### config.mk
export PLATFORM = sky130hd
export DESIGN_NAME = mux_seq_ctrl
export DESIGN_NICKNAME = d
export VERILOG_FILES = /design/src/rtl/seq_ctrl_pkg.sv /design/src/rtl/seq_ctrl_ctl.sv /design/src/rtl/seq_ctrl_dp.sv /design/src/rtl/mux_seq_ctrl.sv
export SDC_FILE = /design/constraint.sdc
export NUM_CORES = 1
export LEC_CHECK = 0
export BUFFER_PORTS_ARGS = -buffer_cell sky130_fd_sc_hd__buf_2
export CAP_MARGIN = 20
export CORE_MARGIN = 2
export CORE_UTILIZATION = 61
export DETAILED_ROUTE_END_ITERATION = 12
export MAX_ROUTING_LAYER = met4
export PLACE_DENSITY = 0.8
export SLEW_MARGIN = 0
export SYNTH_ARGS = -nofsm -noshare
export SYNTH_HDL_FRONTEND = slang
export SYNTH_SLANG_ARGS = --single-unit
export TNS_END_PERCENT = 5
### constraint.sdc
create_clock -name clk -period 2.41 [get_ports clk]
set_input_delay 0.3615 -clock clk [delete_from_list [all_inputs] [get_ports clk]]
set_output_delay 0.3615 -clock clk [all_outputs]
set_load 0.02 [all_outputs]
### src/rtl/seq_ctrl_pkg.sv
package seq_ctrl_pkg;

  localparam int ADDR_W = 3;

  typedef enum logic [1:0] {
    MODE_DIRECT = 2'b00,
    MODE_SCAN   = 2'b01,
    MODE_PROG   = 2'b10,
    MODE_SEQ    = 2'b11
  } modeT;

  // bit 6 eos, 5 gain, 4 bipolar, 3 diff, 2:0 channel address
  typedef struct packed {
    logic              eos;
    logic              gain;
    logic              uniBip;
    logic              diff;
    logic [ADDR_W-1:0] addr;
  } cfgWordT;

  typedef struct packed {
    logic locClr;
    logic memWr;
    logic locInc;
    logic dirLatch;
    logic wrPass;
    logic convLatch;
    logic convFinish;
    logic rbEn;
    modeT mode;
  } strobeT;

endpackage

### src/rtl/seq_ctrl_ctl.sv
module seq_ctrl_ctl
  import seq_ctrl_pkg::*;
(
  input  logic       clk,
  input  logic       rstN,
  input  logic [1:0] modeSel,
  input  logic       csN,
  input  logic       wrN,
  input  logic       rdN,
  input  logic       convStN,
  input  logic       convDone,
  output strobeT     stb,
  output logic       busyN
);

  logic wrNq, rdNq, convStNq;
  modeT modePrev;
  modeT mode;
  logic converting, convNext;
  logic busyQ;
  logic progMode;
  logic wrRise, rdRise, convFall;

  assign mode     = modeT'(modeSel);
  assign progMode = (mode == MODE_PROG);
  assign wrRise   = wrN & ~wrNq;
  assign rdRise   = rdN & ~rdNq & ~csN;
  assign convFall = ~convStN & convStNq & ~csN;

  always_comb begin
    stb            = '0;
    stb.mode       = mode;
    stb.locClr     = (mode != modePrev) && (mode == MODE_PROG || mode == MODE_SEQ);
    stb.memWr      = progMode & wrRise;
    stb.locInc     = progMode & (wrRise | rdRise);
    stb.dirLatch   = wrRise & (mode == MODE_DIRECT || mode == MODE_SCAN);
    stb.wrPass     = ~wrN & (mode == MODE_DIRECT);
    stb.convLatch  = convFall & ~progMode & ~converting;
    stb.convFinish = convDone & converting;
    stb.rbEn       = progMode & ~rdN & ~csN;
  end

  always_comb begin
    convNext = converting;
    if (stb.convLatch)       convNext = 1'b1;
    else if (stb.convFinish) convNext = 1'b0;
  end

  always_ff @(posedge clk or negedge rstN) begin
    if (!rstN) begin
      wrNq       <= 1'b1;
      rdNq       <= 1'b1;
      convStNq   <= 1'b1;
      modePrev   <= MODE_DIRECT;
      converting <= 1'b0;
      busyQ      <= 1'b1;
    end else begin
      wrNq       <= wrN;
      rdNq       <= rdN;
      convStNq   <= convStN;
      modePrev   <= mode;
      converting <= convNext;
      busyQ      <= ~(convNext | progMode);
    end
  end

  assign busyN = busyQ;


  conv_start_chk: assert property (@(posedge clk) disable iff (!rstN)
    (!csN && !convStN && convStNq && !progMode && !converting) |=> (converting && !busyN));


  conv_hold_chk: assert property (@(posedge clk) disable iff (!rstN)
    (converting && !convDone) |=> converting);


  prog_no_start_chk: assert property (@(posedge clk) disable iff (!rstN)
    (progMode && !converting) |=> !converting);


  prog_busy_chk: assert property (@(posedge clk) disable iff (!rstN)
    progMode |=> !busyN);

endmodule

### src/rtl/seq_ctrl_dp.sv
module seq_ctrl_dp
  import seq_ctrl_pkg::*;
#(
  parameter int DEPTH    = 16,
  parameter int CHANNELS = 8
) (
  input  logic       clk,
  input  logic       rstN,
  input  strobeT     stb,
  input  logic [6:0] cfgIn,
  output logic [5:0] activeCfg,
  output logic [3:0] resTag,
  output logic [6:0] rbData
);

  localparam int LOC_W = (DEPTH > 1) ? $clog2(DEPTH) : 1;
  localparam int CH_W  = (CHANNELS > 1) ? $clog2(CHANNELS) : 1;
  localparam logic [LOC_W-1:0] LOC_LAST = LOC_W'(DEPTH - 1);
  localparam logic [CH_W-1:0]  CH_LAST  = CH_W'(CHANNELS - 1);

  cfgWordT          mem [DEPTH];
  cfgWordT          dirReg, convCfg, selCfg, inWord, curEntry;
  logic [LOC_W-1:0] loc, locNext;
  logic [CH_W-1:0]  scanCh;
  logic [3:0]       tagQ;

  assign inWord   = cfgWordT'(cfgIn);
  assign curEntry = mem[loc];

  always_comb begin
    selCfg = dirReg;
    case (stb.mode)
      MODE_DIRECT: selCfg = stb.wrPass ? inWord : dirReg;
      MODE_SCAN: begin
        selCfg      = dirReg;
        selCfg.addr = ADDR_W'(scanCh);
      end
      MODE_SEQ:    selCfg = curEntry;
      default:     selCfg = dirReg;
    endcase
    selCfg.eos = 1'b0;
  end

  always_comb begin
    locNext = loc;
    if (stb.locClr)
      locNext = '0;
    else if (stb.locInc)
      locNext = (loc == LOC_LAST) ? '0 : loc + LOC_W'(1);
    else if (stb.convFinish && stb.mode == MODE_SEQ)
      locNext = (curEntry.eos || loc == LOC_LAST) ? '0 : loc + LOC_W'(1);
  end

  always_ff @(posedge clk or negedge rstN) begin
    if (!rstN) begin
      for (int e = 0; e < DEPTH; e++) mem[e] <= '0;
    end else if (stb.memWr) begin
      mem[loc] <= inWord;
    end
  end

  always_ff @(posedge clk or negedge rstN) begin
    if (!rstN) begin
      loc     <= '0;
      scanCh  <= '0;
      dirReg  <= '0;
      convCfg <= '0;
      tagQ    <= '0;
    end else begin
      loc <= locNext;
      if (stb.dirLatch)  dirReg  <= inWord;
      if (stb.convLatch) convCfg <= selCfg;
      if (stb.convFinish) begin
        tagQ <= {convCfg.diff, convCfg.addr};
        if (stb.mode == MODE_SCAN)
          scanCh <= (scanCh == CH_LAST) ? '0 : scanCh + CH_W'(1);
      end
    end
  end

  assign activeCfg = convCfg[5:0];
  assign resTag    = tagQ;
  assign rbData    = stb.rbEn ? curEntry : '0;


  loc_clear_chk: assert property (@(posedge clk) disable iff (!rstN)
    stb.locClr |=> (loc == '0));


  loc_step_chk: assert property (@(posedge clk) disable iff (!rstN)
    (stb.memWr && !stb.locClr && loc != LOC_LAST) |=> (loc == $past(loc) + LOC_W'(1)));


  tag_update_chk: assert property (@(posedge clk) disable iff (!rstN)
    stb.convFinish |=> (resTag == {$past(convCfg.diff), $past(convCfg.addr)}));


  scan_step_chk: assert property (@(posedge clk) disable iff (!rstN)
    (stb.convFinish && stb.mode == MODE_SCAN && scanCh != CH_LAST)
      |=> (scanCh == $past(scanCh) + CH_W'(1)));

endmodule

### src/rtl/mux_seq_ctrl.sv
module mux_seq_ctrl
  import seq_ctrl_pkg::*;
#(
  parameter int DEPTH    = 16,
  parameter int CHANNELS = 8
) (
  input  logic       clk,
  input  logic       rstN,
  input  logic [1:0] modeSel,
  input  logic       csN,
  input  logic       wrN,
  input  logic       rdN,
  input  logic       convStN,
  input  logic       convDone,
  input  logic [6:0] cfgIn,
  output logic       busyN,
  output logic [5:0] activeCfg,
  output logic [3:0] resTag,
  output logic [6:0] rbData
);

  strobeT stb;

  seq_ctrl_ctl ctl_i (
    .clk      (clk),
    .rstN     (rstN),
    .modeSel  (modeSel),
    .csN      (csN),
    .wrN      (wrN),
    .rdN      (rdN),
    .convStN  (convStN),
    .convDone (convDone),
    .stb      (stb),
    .busyN    (busyN)
  );

  seq_ctrl_dp #(
    .DEPTH    (DEPTH),
    .CHANNELS (CHANNELS)
  ) dp_i (
    .clk       (clk),
    .rstN      (rstN),
    .stb       (stb),
    .cfgIn     (cfgIn),
    .activeCfg (activeCfg),
    .resTag    (resTag),
    .rbData    (rbData)
  );

endmodule

==> impl_metrics.py <==
metrics = {
    "die": {
        "die_h_um": 108,
        "io_pins": 34,
        "die-area_um2": 11800,
        "initial_core_util_pct": 62.0,
        "rows": 38,
        "fp.dieW_um": 108,
        "core_um2": 10700,
    },
    "clock_network": {
        "clock_tree.root_cell": "clkbuf_8",
        "cts_buffer_depth": 2,
        "tritoncts": "done",
        "clock-sinks": 142,
        "clk_pin_slew_ns": 0.06,
        "ctsHtreeMaxLevel": 4,
        "clk_latency_ns": 0.54,
        "cts_buffers": 17,
    },
    "power_and_ir_drop": {
        "seq_power_share_pct": 40.4,
        "power.density_nw_per_um2": 922,
        "p_int_mw": 5.14,
        "switching_share_pct": 28.7,
        "p_comb_share_pct": 22.2,
        "finalPower_mw": 7.21,
        "ir_drop_uv": 497,
        "p_leak_nw": 3.62,
        "switching_power_mw": 2.07,
        "power_frac_clock_pct": 37.4,
    },
    "worst_setup_path": {
        "crit_type": "flip-flop to output port",
        "required_ns": 2.05,
        "max_stage_delay_ns": 0.57,
        "crit_chain": "buf_12 > mux4_2 > nor2_4 > a221oi_2 > mux2i_1 > nor2_1 > buf_2",
        "rr_worst_depth": 6,
        "worstPathMaxFanout": 6,
        "critPathCaptureType": "output port",
        "startpoint_type": "flip-flop",
        "cpMaxStageDelayCell": "mux4_2",
        "cp_data_arrival_time_ns": 2.34,
        "reg2reg_slack_ns": 0.20,
    },
    "global_routing": {
        "grt_overflow": 0,
        "grt_pass1_vias": 4434,
        "grtUsageTotal_pct": 29.4,
        "grt_max_degree": 62,
        "grt_pass1_wl_um": 24300,
        "antenna_found_initial": 0,
    },
    "detailed_routing": {
        "ant_nets": 0,
        "wl_per_cell_um": 23.0,
        "drt_iter0_drc": 337,
        "wirelength_um": 15700,
        "vias": 4263,
        "avgViaCountPerCell": 6.25,
        "drc": 0,
        "drt_pass1_iterations": 5,
    },
    "hold_path": {
        "worstHoldPathCells": 1,
        "worst_hold_path_type": "primary input to flip-flop",
    },
    "layout": {
        "register_area_um2": 3560,
        "nets": 551,
        "n_antenna_cell": 0,
        "multi_input_area_um2": 3020,
        "fillers": 676,
        "syn_to_final_growth_pct": 17.4,
        "drive_above_1_share_pct": 47.8,
        "final_area_um2": 7820,
        "final_util_pct": 72.8,
    },
    "place": {
        "placed_area_um2": 7020,
        "hpwlAfterDp_um": 10100,
        "io_buffers": 33,
        "place.gp.congestion": 0.892,
    },
    "sta": {
        "max_slew_margin_pct": 61.2,
        "slew_viol_final": 0,
        "min_period_over_period_pct": 112,
        "clock.fmax_ghz": 0.371,
        "setup_viol": 7,
        "layout_setup_ws_ns": -0.288,
        "hold_viol": 0,
        "fin_hold_ws_ns": 0.0855,
        "period_needed_ns": 2.70,
        "worst_pin_slew_ns": 0.582,
        "rsz0062_at_grt": "true",
        "fin_worst_skew_ns": 0.00954,
    },
    "synth": {
        "ys_ff_latch": 142,
        "synth_top_area_cell": "dfrtp_1",
        "syn_area_um2": 6660,
        "yosysMostFrequentCell": "dfrtp_1",
        "synth_common_cells": "138 x dfrtp_1, 128 x mux2_2, 30 x mux2i_1",
        "avgSynthCellArea_um2": 13.7,
        "synthArstFlopShare_pct": 100,
        "synth-seq-area-share_pct": 53.4,
        "synth_fp_nets": 508,
        "ys_top_cells_by_area": "dfrtp_1 52%, mux2_2 22%, mux2i_1 4.5%, mux4_2 4.4%, dfstp_2 1.6%",
        "synth_edf_count": 0,
        "synth_cells": 486,
        "synth_flop_cell": "dfrtp_1",
        "synth_top_cell_area_share_pct": 51.9,
        "synth.distinct_cells": 45,
        "yosys_warnings": 0,
    },
    "outcome": {
        "status": "finished, violations left",
        "violations": "setup timing",
    },
    "run": {
        "cap_violations": 0,
    },
}
-- kinds of logic (layout without fill, tap and decap cells) --
| kind of cell | after synthesis | in the layout | share of synthesized area, % |
|---|---|---|---|
| mux | 175 | 175 | 32.1 |
| flops | 142 | 142 | 53.4 |
| simple gates | 71 | 71 | 5.41 |
| compound gates | 53 | 53 | 5.36 |
| buf+inv | 38 | 94 | 2.39 |
| fa+ha+maj | 6 | 6 | 1.13 |
| xor+xnor | 1 | 1 | 0.132 |
-- worst max-delay path: cells and delay by family, from the launching register on --
family,cells,cell delay [ns]
flops,1,0.46
compound gates,1,0.06
simple gates,2,0.19
mux,2,0.77
buf+inv,2,0.32
-- repair_timing --
item	CTS	global route
hold buffers	4	0
hold endpoints to repair	59	0
setup endpoints to repair	7	7
cloned	1	0
resized for setup	30	7
buffers inserted	3	1
-- layout make-up --
cell class | count | share of cell area (%)
Timing Repair Buffer | 57 | 5.44
Tap cell | 140 | 2.24
Sequential cell | 142 | 45.6
Clock inverter | 14 | 2.45
Clock buffer | 18 | 5.35
Multi-Input combinational cell | 306 | 38.7
Inverter | 5 | 0.288
-- power by group through the flow --
stage	Clock, mW	Combinational (mW)	Sequential (mW)
global placement	0	1.38	2.91
CTS	2.72	1.56	2.91
global route	2.84	1.71	2.95
detailed placement	0	1.43	2.93
floorplan	0	0.947	2.96
finish	2.70	1.60	2.92
-- cells in the final DEF, fill, tap and decap left out, types with 7 or more instances in the layout --
cell type  count
nor2_1        14
clkbuf_16     16
buf_2         31
mux2_2       128
buf_4         16
dfrtp_1      134
mux2i_1       29
mux4_2        17
o21ai_0       10
nand2_1       19
o22ai_1        7
-- path summary, 6_finish.rpt --
check                               start                 to
min                            modeSel[0]  ctl_i.modePrev[0]
max reg2reg                   dp_i.loc[2]        dp_i.loc[0]
min in group asynchronous            rstN   ctl_i.converting
min reg2reg                dp_i.resTag[2]     dp_i.resTag[2]
max                           dp_i.loc[0]          rbData[5]
max in group asynchronous            rstN         ctl_i.wrNq
-- metal layers --
layer	part of all wire [%]	global-route usage, %
met1	42	36.9
met2	50	46.5
met3	5.6	6.69
met4	2.4	11.8
met5	0	-
-- registers in the layout, indices dropped and copies added (netlist names) --
| register | flops |
|---|---|
| dp_i.resTag | 4 |
| dp_i.mem | 112 |
| dp_i.scanCh | 3 |
| ctl_i.converting | 1 |
| ctl_i.modePrev | 2 |
| ctl_i.convStNq | 1 |
| dp_i.activeCfg | 6 |
| ctl_i.wrNq | 1 |
| dp_i.loc | 4 |
| ctl_i.rdNq | 1 |
| ctl_i.busyN | 1 |
| dp_i.dirReg | 6 |
-- per-stage QoR --
step	setup WS, ns	setup TNS (ns)	std cells
after floorplan	0.0750	0	486
after global placement	0.185	0	641
after detailed placement	0.121	0	641
after CTS	-0.304	-1.66	681
after global routing	-0.338	-2.16	682
final	-0.288	-1.72	682
(Power assumes the default switching activity.)
